<file path="src/rtl/ext_trig_pkg.sv">
package ext_trig_pkg;
  localparam int FLT_W  = 4;                 // filter code width
  localparam int DIV_W  = 2;                 // divide select width
  localparam int PCNT_W = (1 << DIV_W) - 1;  // edge counter width, max ratio 2**(2**DIV_W-1)
  typedef logic [FLT_W-1:0]  flt_code_t;
  typedef logic [DIV_W-1:0]  div_sel_t;
  typedef logic [PCNT_W-1:0] pcnt_t;
endpackage

</file>
<file path="src/rtl/etc_sync.sv">
module etc_sync #(
  parameter int STAGES = 2
) (
  input  logic clk,
  input  logic rst_n,
  input  logic d_i,
  output logic q_o,
  output logic ready_o
);
  logic [STAGES-1:0] sh_q, sh_n;
  logic [STAGES-1:0] vld_q, vld_n;

  always_comb begin
    sh_n  = {sh_q[STAGES-2:0], d_i};
    vld_n = {vld_q[STAGES-2:0], 1'b1};
  end

  always_ff @(posedge clk or negedge rst_n) begin
    if (!rst_n) begin
      sh_q  <= '0;
      vld_q <= '0;
    end else begin
      sh_q  <= sh_n;
      vld_q <= vld_n;
    end
  end

  assign q_o     = sh_q[STAGES-1];
  assign ready_o = vld_q[STAGES-1];
endmodule

</file>
<file path="src/rtl/etc_filter.sv">
module etc_filter
  import ext_trig_pkg::*;
(
  input  logic      clk,
  input  logic      rst_n,
  input  logic      ready_i,
  input  logic      lvl_i,
  input  flt_code_t code_i,
  output logic      rise_o
);
  logic      flt_q, flt_n;
  flt_code_t cnt_q, cnt_n;
  logic      diff, hit;

  always_comb begin
    diff   = lvl_i ^ flt_q;
    hit    = diff && (cnt_q >= code_i);
    flt_n  = flt_q;
    cnt_n  = cnt_q;
    rise_o = 1'b0;
    if (!ready_i) begin
      // synchronizer still filling: track the level, no edges
      flt_n = lvl_i;
      cnt_n = '0;
    end else if (!diff) begin
      cnt_n = '0;
    end else if (hit) begin
      flt_n  = lvl_i;
      cnt_n  = '0;
      rise_o = lvl_i;
    end else begin
      cnt_n = cnt_q + 1'b1;
    end
  end

  always_ff @(posedge clk or negedge rst_n) begin
    if (!rst_n) begin
      flt_q <= 1'b0;
      cnt_q <= '0;
    end else begin
      flt_q <= flt_n;
      cnt_q <= cnt_n;
    end
  end
endmodule

</file>
<file path="src/rtl/etc_prescale.sv">
module etc_prescale
  import ext_trig_pkg::*;
(
  input  logic     clk,
  input  logic     rst_n,
  input  logic     en_i,
  input  div_sel_t div_sel_i,
  input  logic     evt_i,
  output logic     tick_o
);
  pcnt_t pcnt_q, pcnt_n, ratio_m1;
  logic  last, tick_n;

  always_comb begin
    ratio_m1 = pcnt_t'((32'd1 << div_sel_i) - 32'd1);
    last     = (pcnt_q >= ratio_m1);
    pcnt_n   = pcnt_q;
    tick_n   = 1'b0;
    if (!en_i) begin
      pcnt_n = '0;
    end else if (evt_i) begin
      tick_n = last;
      pcnt_n = last ? '0 : pcnt_q + 1'b1;
    end
  end

  always_ff @(posedge clk or negedge rst_n) begin
    if (!rst_n) begin
      pcnt_q <= '0;
      tick_o <= 1'b0;
    end else begin
      pcnt_q <= pcnt_n;
      tick_o <= tick_n;
    end
  end
endmodule

</file>
<file path="src/rtl/ext_trig_cond.sv">
module ext_trig_cond
  import ext_trig_pkg::*;
(
  input  logic       clk,
  input  logic       rst_n,
  input  logic       en,
  input  logic       invert,
  input  logic [1:0] div_sel,
  input  logic [3:0] flt_code,
  input  logic       pin,
  output logic       tick
);
  logic pin_s, sync_rdy, lvl, rise;

  etc_sync #(.STAGES(2)) i_sync (
    .clk    (clk),
    .rst_n  (rst_n),
    .d_i    (pin),
    .q_o    (pin_s),
    .ready_o(sync_rdy)
  );

  assign lvl = pin_s ^ invert;

  etc_filter i_filter (
    .clk    (clk),
    .rst_n  (rst_n),
    .ready_i(sync_rdy),
    .lvl_i  (lvl),
    .code_i (flt_code),
    .rise_o (rise)
  );

  etc_prescale i_presc (
    .clk      (clk),
    .rst_n    (rst_n),
    .en_i     (en),
    .div_sel_i(div_sel),
    .evt_i    (rise),
    .tick_o   (tick)
  );
endmodule

</file>
<file path="config.mk">
export PLATFORM = sky130hd
export DESIGN_NAME = ext_trig_cond
export DESIGN_NICKNAME = d
export VERILOG_FILES = /design/src/rtl/ext_trig_pkg.sv /design/src/rtl/etc_sync.sv /design/src/rtl/etc_filter.sv /design/src/rtl/etc_prescale.sv /design/src/rtl/ext_trig_cond.sv
export SDC_FILE = /design/constraint.sdc
export NUM_CORES = 1
export LEC_CHECK = 0
export ABC_AREA = 1
export BUFFER_PORTS_ARGS = -buffer_cell sky130_fd_sc_hd__buf_2
export CAP_MARGIN = 20
export CORE_MARGIN = 2
export CORE_UTILIZATION = 33
export CTS_CLUSTER_DIAMETER = 80
export DETAILED_ROUTE_END_ITERATION = 10
export GPL_TIMING_DRIVEN = 0
export PLACE_DENSITY_LB_ADDON = 0.08
export SKIP_LAST_GASP = 1
export SYNTH_ARGS = -nofsm -noshare
export SYNTH_HDL_FRONTEND = slang
export SYNTH_SLANG_ARGS = --single-unit
</file>
<file path="constraint.sdc">
create_clock -name clk -period 2 [get_ports clk]
set_input_delay 0.1 -clock clk [delete_from_list [all_inputs] [get_ports clk]]
set_output_delay 0.1 -clock clk [all_outputs]
set_load 0.01 [all_outputs]
</file>
==> results of run 1 <==
==> through the flow <==
stage	instances	setup slack [ps]
after detailed placement	133	531.1
after global placement	133	535.6
final	139	539.6
after CTS	139	516.2
after global routing	139	429.0
after floorplan	92	640.3
==> synth_stat cells (all sizes together) <==
cell type / instances
nor3: 3
ha: 9
a21oi: 2
clkinv: 1
dfrtp: 13
nor2: 6
conb: 1
xnor2: 2
xor2: 1
nand2: 22
inv: 17
o21ai: 1
nand3b: 1
or2: 1
nand3: 12
==> layer usage <==
layer	track usage [%]	wire, um
met3	2.500	42
met4	6.410	22
met5	0	0
met2	15.65	556
met1	11.68	570
==> layout make-up <==
type / instances / area share [%]
multi-input cells: 61 / 44.11
flip-flops and latches: 13 / 34.03
repair buffers: 13 / 7.853
inverters: 18 / 7.330
well taps: 30 / 3.927
clock buffers: 4 / 2.749
==> state kept, by name, summed over array words and instances, names as in the netlist <==
signal and flops:
i_presc.tick_o 1, i_sync.vld_q 2, i_sync.sh_q 2, i_filter.flt_q 1
i_filter.cnt_q 4, i_presc.pcnt_q 3
==> worst max-delay path: stages, from the launching register on <==
cell,delay (ps)
dfrtp_1,390
ha_1,290
nand2_1,80
clkinv_1,70
nand3_1,120
nand3_4,110
nand3_4,110
nand2_2,80
nand2_1,60
nand2_1,50
==> path summary, 6_finish.rpt <==
path	from	end	slack (ps)
max in group asynchronous	rst_n	i_sync.sh_q[0]$_DFF_PN0_	1530
worst max-delay path	i_filter.cnt_q[3]$_DFF_PN0_	i_presc.pcnt_q[1]$_DFFE_PN0P_	540
worst max register to register	i_filter.cnt_q[3]$_DFF_PN0_	i_presc.pcnt_q[1]$_DFFE_PN0P_	540
worst min-delay path	en	i_presc.pcnt_q[2]$_DFFE_PN0P_	130
worst min register to register	i_sync.sh_q[0]$_DFF_PN0_	i_sync.sh_q[1]$_DFF_PN0_	350
min in group asynchronous	rst_n	i_presc.pcnt_q[1]$_DFFE_PN0P_	240
==> power groups by stage <==
stage / Combinational (mW) / Sequential [mW] / Clock (mW)
global route: 0.198 / 0.310 / 0.182
floorplan: 0.133 / 0.307 / 0
CTS: 0.175 / 0.306 / 0.169
global placement: 0.170 / 0.312 / 0
detailed placement: 0.172 / 0.312 / 0
finish: 0.170 / 0.306 / 0.157
==> logic make-up after synthesis <==
logic type | count (synthesis) | share of synthesized area [%]
compound gates | 3 | 1.837
xor+xnor | 3 | 3.217
fa+ha+maj | 9 | 13.78
buf+inv | 18 | 8.575
flops | 13 | 39.82
other cells | 1 | 0.4590
simple gates | 45 | 32.31
==> repair_timing <==
action / CTS / global route
hold endpoints to repair: 14 / 0
endpoints found under the setup margin: 0 / 0
resized for setup: 0 / 0
hold buffers: 2 / 0
==> results.sh, run 1 <==
export IMPL_status="completed"
export IMPL_avgSynthCellArea_um2=8.881
export IMPL_fin_skew_ps=0.2807
export IMPL_grt_max_degree=14
export IMPL_synth_top_cell_by_area="dfrtp_1"
export IMPL_syn_area_um2=817.0
export IMPL_port_buffers=11
export IMPL_grt_setup_unrepaired="false"
export IMPL_clockPowerShare_pct=24.7
export IMPL_finalSetupViolCount=0
export IMPL_p_comb_share_pct=26.9
export IMPL_dr_pass1_iters=1
export IMPL_post_cts_buffers=0
export IMPL_die_width_um=53.76
export IMPL_ant_nets=0
export IMPL_clock_fmax_ghz=0.6848
export IMPL_grt_pass1_vias=521
export IMPL_vias_per_cell=4.288
export IMPL_worstSetupEndpointType="register"
export IMPL_layout_drive_gt1_share_pct=26.61
export IMPL_synthCells=92
export IMPL_drt_iter0_drc=0
export IMPL_route_vias_total=596
export IMPL_area_growth_synth_to_final_pct=17.00
export IMPL_final_fill_count=257
export IMPL_layout_common_cells="17 x nand2_1, 15 x inv_1, 13 x dfrtp_1"
export IMPL_fin_tns_setup_ps=0
export IMPL_diodes=0
export IMPL_netlist_top_cells_area="dfrtp_1 40%, ha_1 14%, nand2_1 7.8%"
export IMPL_power_mw=0.6332
export IMPL_p_seq_share_pct=48.4
export IMPL_die_height_um=53.76
export IMPL_gp_congestion=0.6730
export IMPL_path_clk_slew_ps=70
export IMPL_internal_power_mw=0.4339
export IMPL_final_common_cell="nand2_1"
export IMPL_min_path_cells=3
export IMPL_nets=130
export IMPL_crit_fanout=5
export IMPL_p_sw_mw=0.1993
export IMPL_htree_levels=1
export IMPL_fin_area_um2=955.9
export IMPL_fin_crit_sh_pct=73.02
export IMPL_slew_viol_final=0
export IMPL_grt_pass1_wl_mm=2.007
export IMPL_tritoncts="built"
export IMPL_netSwitchingFraction_pct=31.48
export IMPL_row_count=18
export IMPL_wl_mm=1.190
export IMPL_dp_hpwl_mm=1.013
export IMPL_whs_ps=128.1
export IMPL_crit_type="register to register"
export IMPL_final_core_util_pct=39.67
export IMPL_ys_ff_latch=13
export IMPL_grt_use_total_pct=9.848
export IMPL_grt_overflow_total=0
export IMPL_power_per_cell_area_nw_per_um2=662.4
export IMPL_cts_buffer_depth=2
export IMPL_cp_start_kind="register"
export IMPL_clk_insertion_delay_late_ps=270
export IMPL_required_ps=2160
export IMPL_final_min_clock_period_ps=1460
export IMPL_reg2reg_depth=9
export IMPL_antenna_found_initial=0
export IMPL_synth_top_area_share_pct=39.82
export IMPL_drcViolationCount=0
export IMPL_hold_viol_final=0
export IMPL_yosys_cell_types_count=23
export IMPL_core_um2=2410
export IMPL_arrival_ps=1620
export IMPL_multiInputGateArea_um2=421.7
export IMPL_yosysSeqAreaShare_pct=39.82
export IMPL_dieArea_um2=2890
export IMPL_hold_class="input pin to register"
export IMPL_post_dp_cell_area_um2=909.6
export IMPL_wl_per_cell_um=8.561
export IMPL_cts_sinks=13
export IMPL_worst_ir_drop_vdd_mv=0.3521
export IMPL_io_pins=12
export IMPL_cellLeakagePower_nw=0.5255
export IMPL_max_cap_violations=0
export IMPL_cts_root_buf="clkbuf_4"
export IMPL_start_util_pct=33.90
export IMPL_cts_buffers=3
export IMPL_yosys_warnings=0
export IMPL_ff_latch_area_um2=325.3
export IMPL_syn_num_nets=112
Power figures use the tool's default switching activity.
==> run 2: changes to the inputs <==
- clock period: 2 -> 1.3 ns (I/O delays scaled with it)
==> run 2 against run 1 <==
The flow now finishes with violations (setup timing). Maximum frequency increased by 4.7%. Register-to-register slack got worse by 630 ps. Clock-buffer cell count stayed put. Critical path depth unchanged. Sequential power grew 54%. Worst hold slack worse by 32 ps. Non-clock buffer count grew 9. Critical endpoint is now i_presc.pcnt_q[0]$_DFFE_PN0P_. Largest power group unchanged.
==> results.sh, run 2 (same netlist as run 1, synthesis figures left out) <==
export IMPL_max_cap_violations=0
export IMPL_layout_common_cells="15 x inv_1, 13 x dfrtp_1, 12 x nand2_1"
export IMPL_crit_top_cell="nand2_2"
export IMPL_dieArea_um2=2890
export IMPL_setup_ws_ps=-95.37
export IMPL_top_register="i_filter.cnt_q"
export IMPL_final_common_cell="inv_1"
export IMPL_clock_fmax_ghz=0.7167
export IMPL_largest_reg_flops=4
export IMPL_hold_class="input pin to register"
export IMPL_wl_per_cell_um=10.41
export IMPL_die_width_um=53.76
export IMPL_htree_levels=1
export IMPL_row_count=18
export IMPL_post_dp_cell_area_um2=934.6
export IMPL_start_util_pct=33.90
export IMPL_rrSetupSlack_ps=-100
export IMPL_grt_setup_unrepaired="true"
export IMPL_final_fill_count=234
export IMPL_fin_area_um2=1176
export IMPL_clockPowerShare_pct=21.0
export IMPL_hp_start="en"
export IMPL_worst_ir_drop_vdd_mv=0.6647
export IMPL_cellLeakagePower_nw=0.6055
export IMPL_worstSetupEndpointType="register"
export IMPL_violations="setup timing"
export IMPL_path_clk_slew_ps=80
export IMPL_dr_pass1_iters=2
export IMPL_vias_per_cell=4.446
export IMPL_antenna_found_initial=0
export IMPL_crit_type="register to register"
export IMPL_critPathMaxStageDelay_ps=410
export IMPL_final_min_clock_period_ps=1395
export IMPL_layout_drive_gt1_share_pct=46.61
export IMPL_diodes=0
export IMPL_min_to="i_presc.pcnt_q[0]$_DFFE_PN0P_"
export IMPL_worstPathCellList="ha_4, nand2_1, nand2_2, nand2_4, nand3_4, nand3_4, nand2_4, nand2_2, nand2_2"
export IMPL_dp_hpwl_mm=1.035
export IMPL_grt_overflow_total=0
export IMPL_p_seq_share_pct=40.3
export IMPL_die_height_um=53.76
export IMPL_finalSetupViolCount=6
export IMPL_internal_power_mw=0.7768
export IMPL_wl_mm=1.541
export IMPL_tritoncts="built"
export IMPL_reg2reg_depth=9
export IMPL_io_pins=12
export IMPL_drt_iter0_drc=3
export IMPL_multiInputGateArea_um2=568.0
export IMPL_cts_buffer_depth=2
export IMPL_r2r_end="i_presc.pcnt_q[0]$_DFFE_PN0P_"
export IMPL_required_ps=1510
export IMPL_arrival_ps=1610
export IMPL_nets=139
export IMPL_status="finished, violations left"
export IMPL_cts_buffers=3
export IMPL_grt_pass1_wl_mm=2.201
export IMPL_p_comb_share_pct=38.7
export IMPL_netSwitchingFraction_pct=33.50
export IMPL_path_buf_inv=0
export IMPL_port_buffers=11
export IMPL_final_core_util_pct=48.81
export IMPL_area_growth_synth_to_final_pct=43.95
export IMPL_grt_use_total_pct=10.92
export IMPL_cp_top_family="simple AND/OR/NAND/NOR gates"
export IMPL_cpMaxStageDelayCell="dfrtp_1"
export IMPL_cp_start_kind="register"
export IMPL_slew_viol_final=0
export IMPL_fin_tns_setup_ps=-361.7
export IMPL_reg2reg_from="i_filter.cnt_q[1]$_DFF_PN0_"
export IMPL_cts_root_buf="clkbuf_4"
export IMPL_gp_congestion=0.6877
export IMPL_p_sw_mw=0.3914
export IMPL_fin_skew_ps=3.603
export IMPL_power_mw=1.168
export IMPL_cts_sinks=13
export IMPL_power_per_cell_area_nw_per_um2=993.3
export IMPL_ff_latch_area_um2=325.3
export IMPL_route_vias_total=658
export IMPL_min_path_cells=3
export IMPL_grt_max_degree=14
export IMPL_ant_nets=0
export IMPL_hold_viol_final=0
export IMPL_grt_pass1_vias=533
export IMPL_drcViolationCount=0
export IMPL_core_um2=2410
export IMPL_reg_top3="i_filter.cnt_q: 4 flops, i_presc.pcnt_q: 3 flops"
export IMPL_clk_insertion_delay_late_ps=270
export IMPL_crit_fanout=5
export IMPL_fin_crit_sh_pct=107.3
[run 2: worst max-delay path by stage]
stage,start,endpoint,slack [ps],cells after the start
6_report,i_filter.cnt_q[1]$_DFF_PN0_,i_presc.pcnt_q[0]$_DFFE_PN0P_,-100,9
5_1_grt,i_filter.cnt_q[3]$_DFF_PN0_,i_presc.pcnt_q[0]$_DFFE_PN0P_,-170,9
4_1_cts,i_filter.cnt_q[3]$_DFF_PN0_,i_presc.pcnt_q[0]$_DFFE_PN0P_,-90,9
3_5_place_dp,i_presc.pcnt_q[2]$_DFFE_PN0P_,i_presc.pcnt_q[1]$_DFFE_PN0P_,-120,8
3_3_place_gp,i_presc.pcnt_q[2]$_DFFE_PN0P_,i_presc.pcnt_q[1]$_DFFE_PN0P_,-110,8
2_1_floorplan,i_filter.cnt_q[2]$_DFF_PN0_,i_presc.pcnt_q[0]$_DFFE_PN0P_,-0.8,9
[run 2: area by class of cell]
cell class | count | area share (%)
multi-input combinational | 61 | 48.30
tap | 30 | 3.191
timing repair buffer | 22 | 12.45
clock buffer | 4 | 2.234
sequential | 13 | 27.66
inverter | 18 | 6.170
[run 2: layer usage]
metal  share of wire, %  vias up  track usage (%)
met3                2.3        2            3.333
met1                 40      312            12.28
met2                 56        8            18.09
met4                1.2        0            6.410
li1                   -      336                -
met5                  0        -                0
[run 2: power by group through the flow]
stage          combinational [mW]  sequential (mW)  clock [mW]
2_1_floorplan               0.212            0.473           0
4_1_cts                     0.292            0.472       0.259
6_report                    0.452            0.471       0.245
5_1_grt                     0.498            0.476       0.273
3_3_place_gp                0.265            0.481           0
3_5_place_dp                0.271            0.481           0
[run 2: stage by stage]
stage / hold slack [ps] / instances / worst slack, ps
2_1_floorplan: -230.6 / 92 / -0.8070
6_report: 96.02 / 148 / -95.37
3_3_place_gp: -30.80 / 133 / -105.3
4_1_cts: 70.23 / 143 / -85.63
5_1_grt: 94.02 / 148 / -173.6
3_5_place_dp: -26.46 / 133 / -122.3
[run 2: worst reg2reg max path: stages, from the launching register on]
cell and delay [ps]:
dfrtp_1 410, ha_4 270, nand2_1 60, nand2_2 90, nand2_4 60, nand3_4 90, nand3_4 130, nand2_4 110
nand2_2 50, nand2_2 60
[run 2: timing repair]
action,in CTS,in global routing
setup endpoints to repair,9,9
gates resized for setup,2,19
endpoints found under the hold margin,14,0
hold buffers,2,0
pin swaps,4,11
setup buffers,4,5
==> run 3: changes to the inputs <==
- clock period: 1.3 -> 1.47 ns (I/O delays scaled with it)
==> run 3 against run 2 <==
The flow now finishes without violations. Sequential power decreased by 11%. Core utilization decreased by 5.3 points. Wire length decreased by 18%. Critical endpoint is now i_presc.pcnt_q[1]$_DFFE_PN0P_. Global-route usage decreased by 1.0 points. Largest cell class unchanged. Register-to-register slack improved by 180 ps. Via count decreased by 5.5%. Worst hold slack improved by 9.5 ps. Clock skew decreased by 2.8 ps. Final area decreased by 11%.
==> results.sh, run 3 (same netlist as run 1, synthesis figures left out) <==
export IMPL_wl_per_cell_um=8.881
export IMPL_clock_fmax_ghz=0.7243
export IMPL_crit_fanout=3
export IMPL_rrSetupSlack_ps=90
export IMPL_min_path_cells=3
export IMPL_fin_tns_setup_ps=0
export IMPL_cts_buffer_depth=2
export IMPL_max_cap_violations=0
export IMPL_fin_area_um2=1049
export IMPL_vias_per_cell=4.350
export IMPL_grt_pass1_vias=518
export IMPL_clk_insertion_delay_late_ps=270
export IMPL_dieArea_um2=2890
export IMPL_gp_congestion=0.6730
export IMPL_path_clk_slew_ps=80
export IMPL_hold_class="input pin to register"
export IMPL_finalSetupViolCount=0
export IMPL_htree_levels=1
export IMPL_arrival_ps=1590
export IMPL_reg2reg_depth=8
export IMPL_antenna_found_initial=0
export IMPL_cts_sinks=13
export IMPL_final_fill_count=245
export IMPL_status="completed"
export IMPL_ant_nets=0
export IMPL_wl_mm=1.270
export IMPL_hold_viol_final=0
export IMPL_dr_pass1_iters=1
export IMPL_drcViolationCount=0
export IMPL_die_height_um=53.76
export IMPL_tritoncts="built"
export IMPL_grt_pass1_wl_mm=2.007
export IMPL_layout_common_cells="16 x nand2_1, 15 x inv_1, 13 x dfrtp_1"
export IMPL_diodes=0
export IMPL_drt_iter0_drc=0
export IMPL_port_buffers=11
export IMPL_final_common_cell="nand2_1"
export IMPL_nets=134
export IMPL_die_width_um=53.76
export IMPL_cts_root_buf="clkbuf_4"
export IMPL_worstSetupEndpointType="register"
export IMPL_crit_type="register to register"
export IMPL_layout_drive_gt1_share_pct=37.17
export IMPL_grt_max_degree=14
export IMPL_route_vias_total=622
export IMPL_fin_skew_ps=0.8212
export IMPL_worst_ir_drop_vdd_mv=0.5190
export IMPL_fin_crit_sh_pct=93.92
export IMPL_power_per_cell_area_nw_per_um2=868.0
export IMPL_top_register="i_filter.cnt_q"
export IMPL_grt_overflow_total=0
export IMPL_reg_top3="i_filter.cnt_q: 4 flops, i_presc.pcnt_q: 3 flops"
export IMPL_area_growth_synth_to_final_pct=28.33
export IMPL_cts_buffers=3
export IMPL_grt_use_total_pct=9.913
export IMPL_io_pins=12
export IMPL_final_min_clock_period_ps=1381
export IMPL_cellLeakagePower_nw=0.5593
export IMPL_required_ps=1680
export IMPL_post_dp_cell_area_um2=909.6
export IMPL_slew_viol_final=0
export IMPL_start_util_pct=33.90
export IMPL_largest_reg_flops=4
export IMPL_core_um2=2410
export IMPL_grt_setup_unrepaired="false"
export IMPL_row_count=18
export IMPL_dp_hpwl_mm=1.013
export IMPL_cp_start_kind="register"
## run 3: cell types whose count changed in the layout (fill, tap and decap cells not counted)
| cell | before | now |
|---|---|---|
| ha_1 | 4 | 7 |
| nand2_2 | 6 | 4 |
| nor3_2 | 0 | 1 |
| nand3_2 | 4 | 5 |
| nand2_4 | 4 | 2 |
| inv_2 | 1 | 2 |
| inv_4 | 2 | 1 |
| buf_4 | 8 | 4 |
| ha_4 | 5 | 2 |
| nor3_4 | 1 | 0 |
| nand3_4 | 5 | 3 |
| buf_6 | 1 | 0 |
| nand2_1 | 12 | 16 |
| nand3_1 | 3 | 4 |
## run 3: routing by layer
metal | vias to the layer above | track usage [%] | wire length [um] | share of wire [%]
met5 | - | 0 | 0 | 0
met4 | 0 | 6.410 | 22 | 1.7
met3 | 4 | 2.500 | 42 | 3.3
met2 | 8 | 15.85 | 622 | 49
met1 | 282 | 11.70 | 583 | 46
li1 | 328 | - | - | -
## run 3: stage by stage
step | power [mW] | instances | hold WS [ps] | util (%) | setup slack [ps]
2_1_floorplan | 0.5991 | 92 | -222.1 | - | 110.3
3_3_place_gp | 0.6561 | 133 | -19.56 | 37.75 | 5.574
3_5_place_dp | 0.6576 | 133 | -15.55 | 37.75 | 1.134
4_1_cts | 0.8896 | 140 | 90.20 | 40.45 | 2.522
5_1_grt | 0.9874 | 143 | 112.6 | 43.51 | 6.406
6_report | 0.9101 | 143 | 105.5 | 43.51 | 89.44
## run 3: final timing paths
check                                               from                            end
setup / recovery           i_presc.pcnt_q[2]$_DFFE_PN0P_  i_presc.pcnt_q[1]$_DFFE_PN0P_
hold / removal                                        en  i_presc.pcnt_q[0]$_DFFE_PN0P_
setup reg to reg           i_presc.pcnt_q[2]$_DFFE_PN0P_  i_presc.pcnt_q[1]$_DFFE_PN0P_
hold reg to reg                 i_sync.sh_q[0]$_DFF_PN0_       i_sync.sh_q[1]$_DFF_PN0_
max in group asynchronous                          rst_n    i_filter.cnt_q[3]$_DFF_PN0_
min in group asynchronous                          rst_n  i_presc.pcnt_q[1]$_DFFE_PN0P_
## run 3: final cells by class
cell class                      instances  area (um^2)  share of cell area, %
Multi-Input combinational cell         61        484.2                  46.18
Sequential cell                        13        325.3                  31.03
Timing Repair Buffer                   17        105.1                  10.02
Inverter                               18        70.07                  6.683
Tap cell                               30        37.54                  3.580
Clock buffer                            4        26.28                  2.506
## run 3: repair_timing
item | in CTS | in global routing
hold endpoints to repair | 14 | 0
endpoints found under the setup margin | 3 | 8
setup buffers | 1 | 3
pin swaps | 0 | 3
resized for setup | 3 | 8
hold buffers | 2 | 0
## run 3: worst max-delay path: stages (launching register included)
cell	delay, ps
dfrtp_1	400
ha_1	340
a21oi_2	170
nand3_2	120
inv_2	80
nand2_1	40
nor2_1	80
nand2_1	60
nand2_1	50
## run 3: report_power, final
group / total, mW / leakage [nW] / internal [mW] / switching (mW)
registers: 0.417 / 0.168 / 0.389 / 0.0277
clock network: 0.214 / 0.0150 / 0.105 / 0.109
logic: 0.279 / 0.377 / 0.124 / 0.155
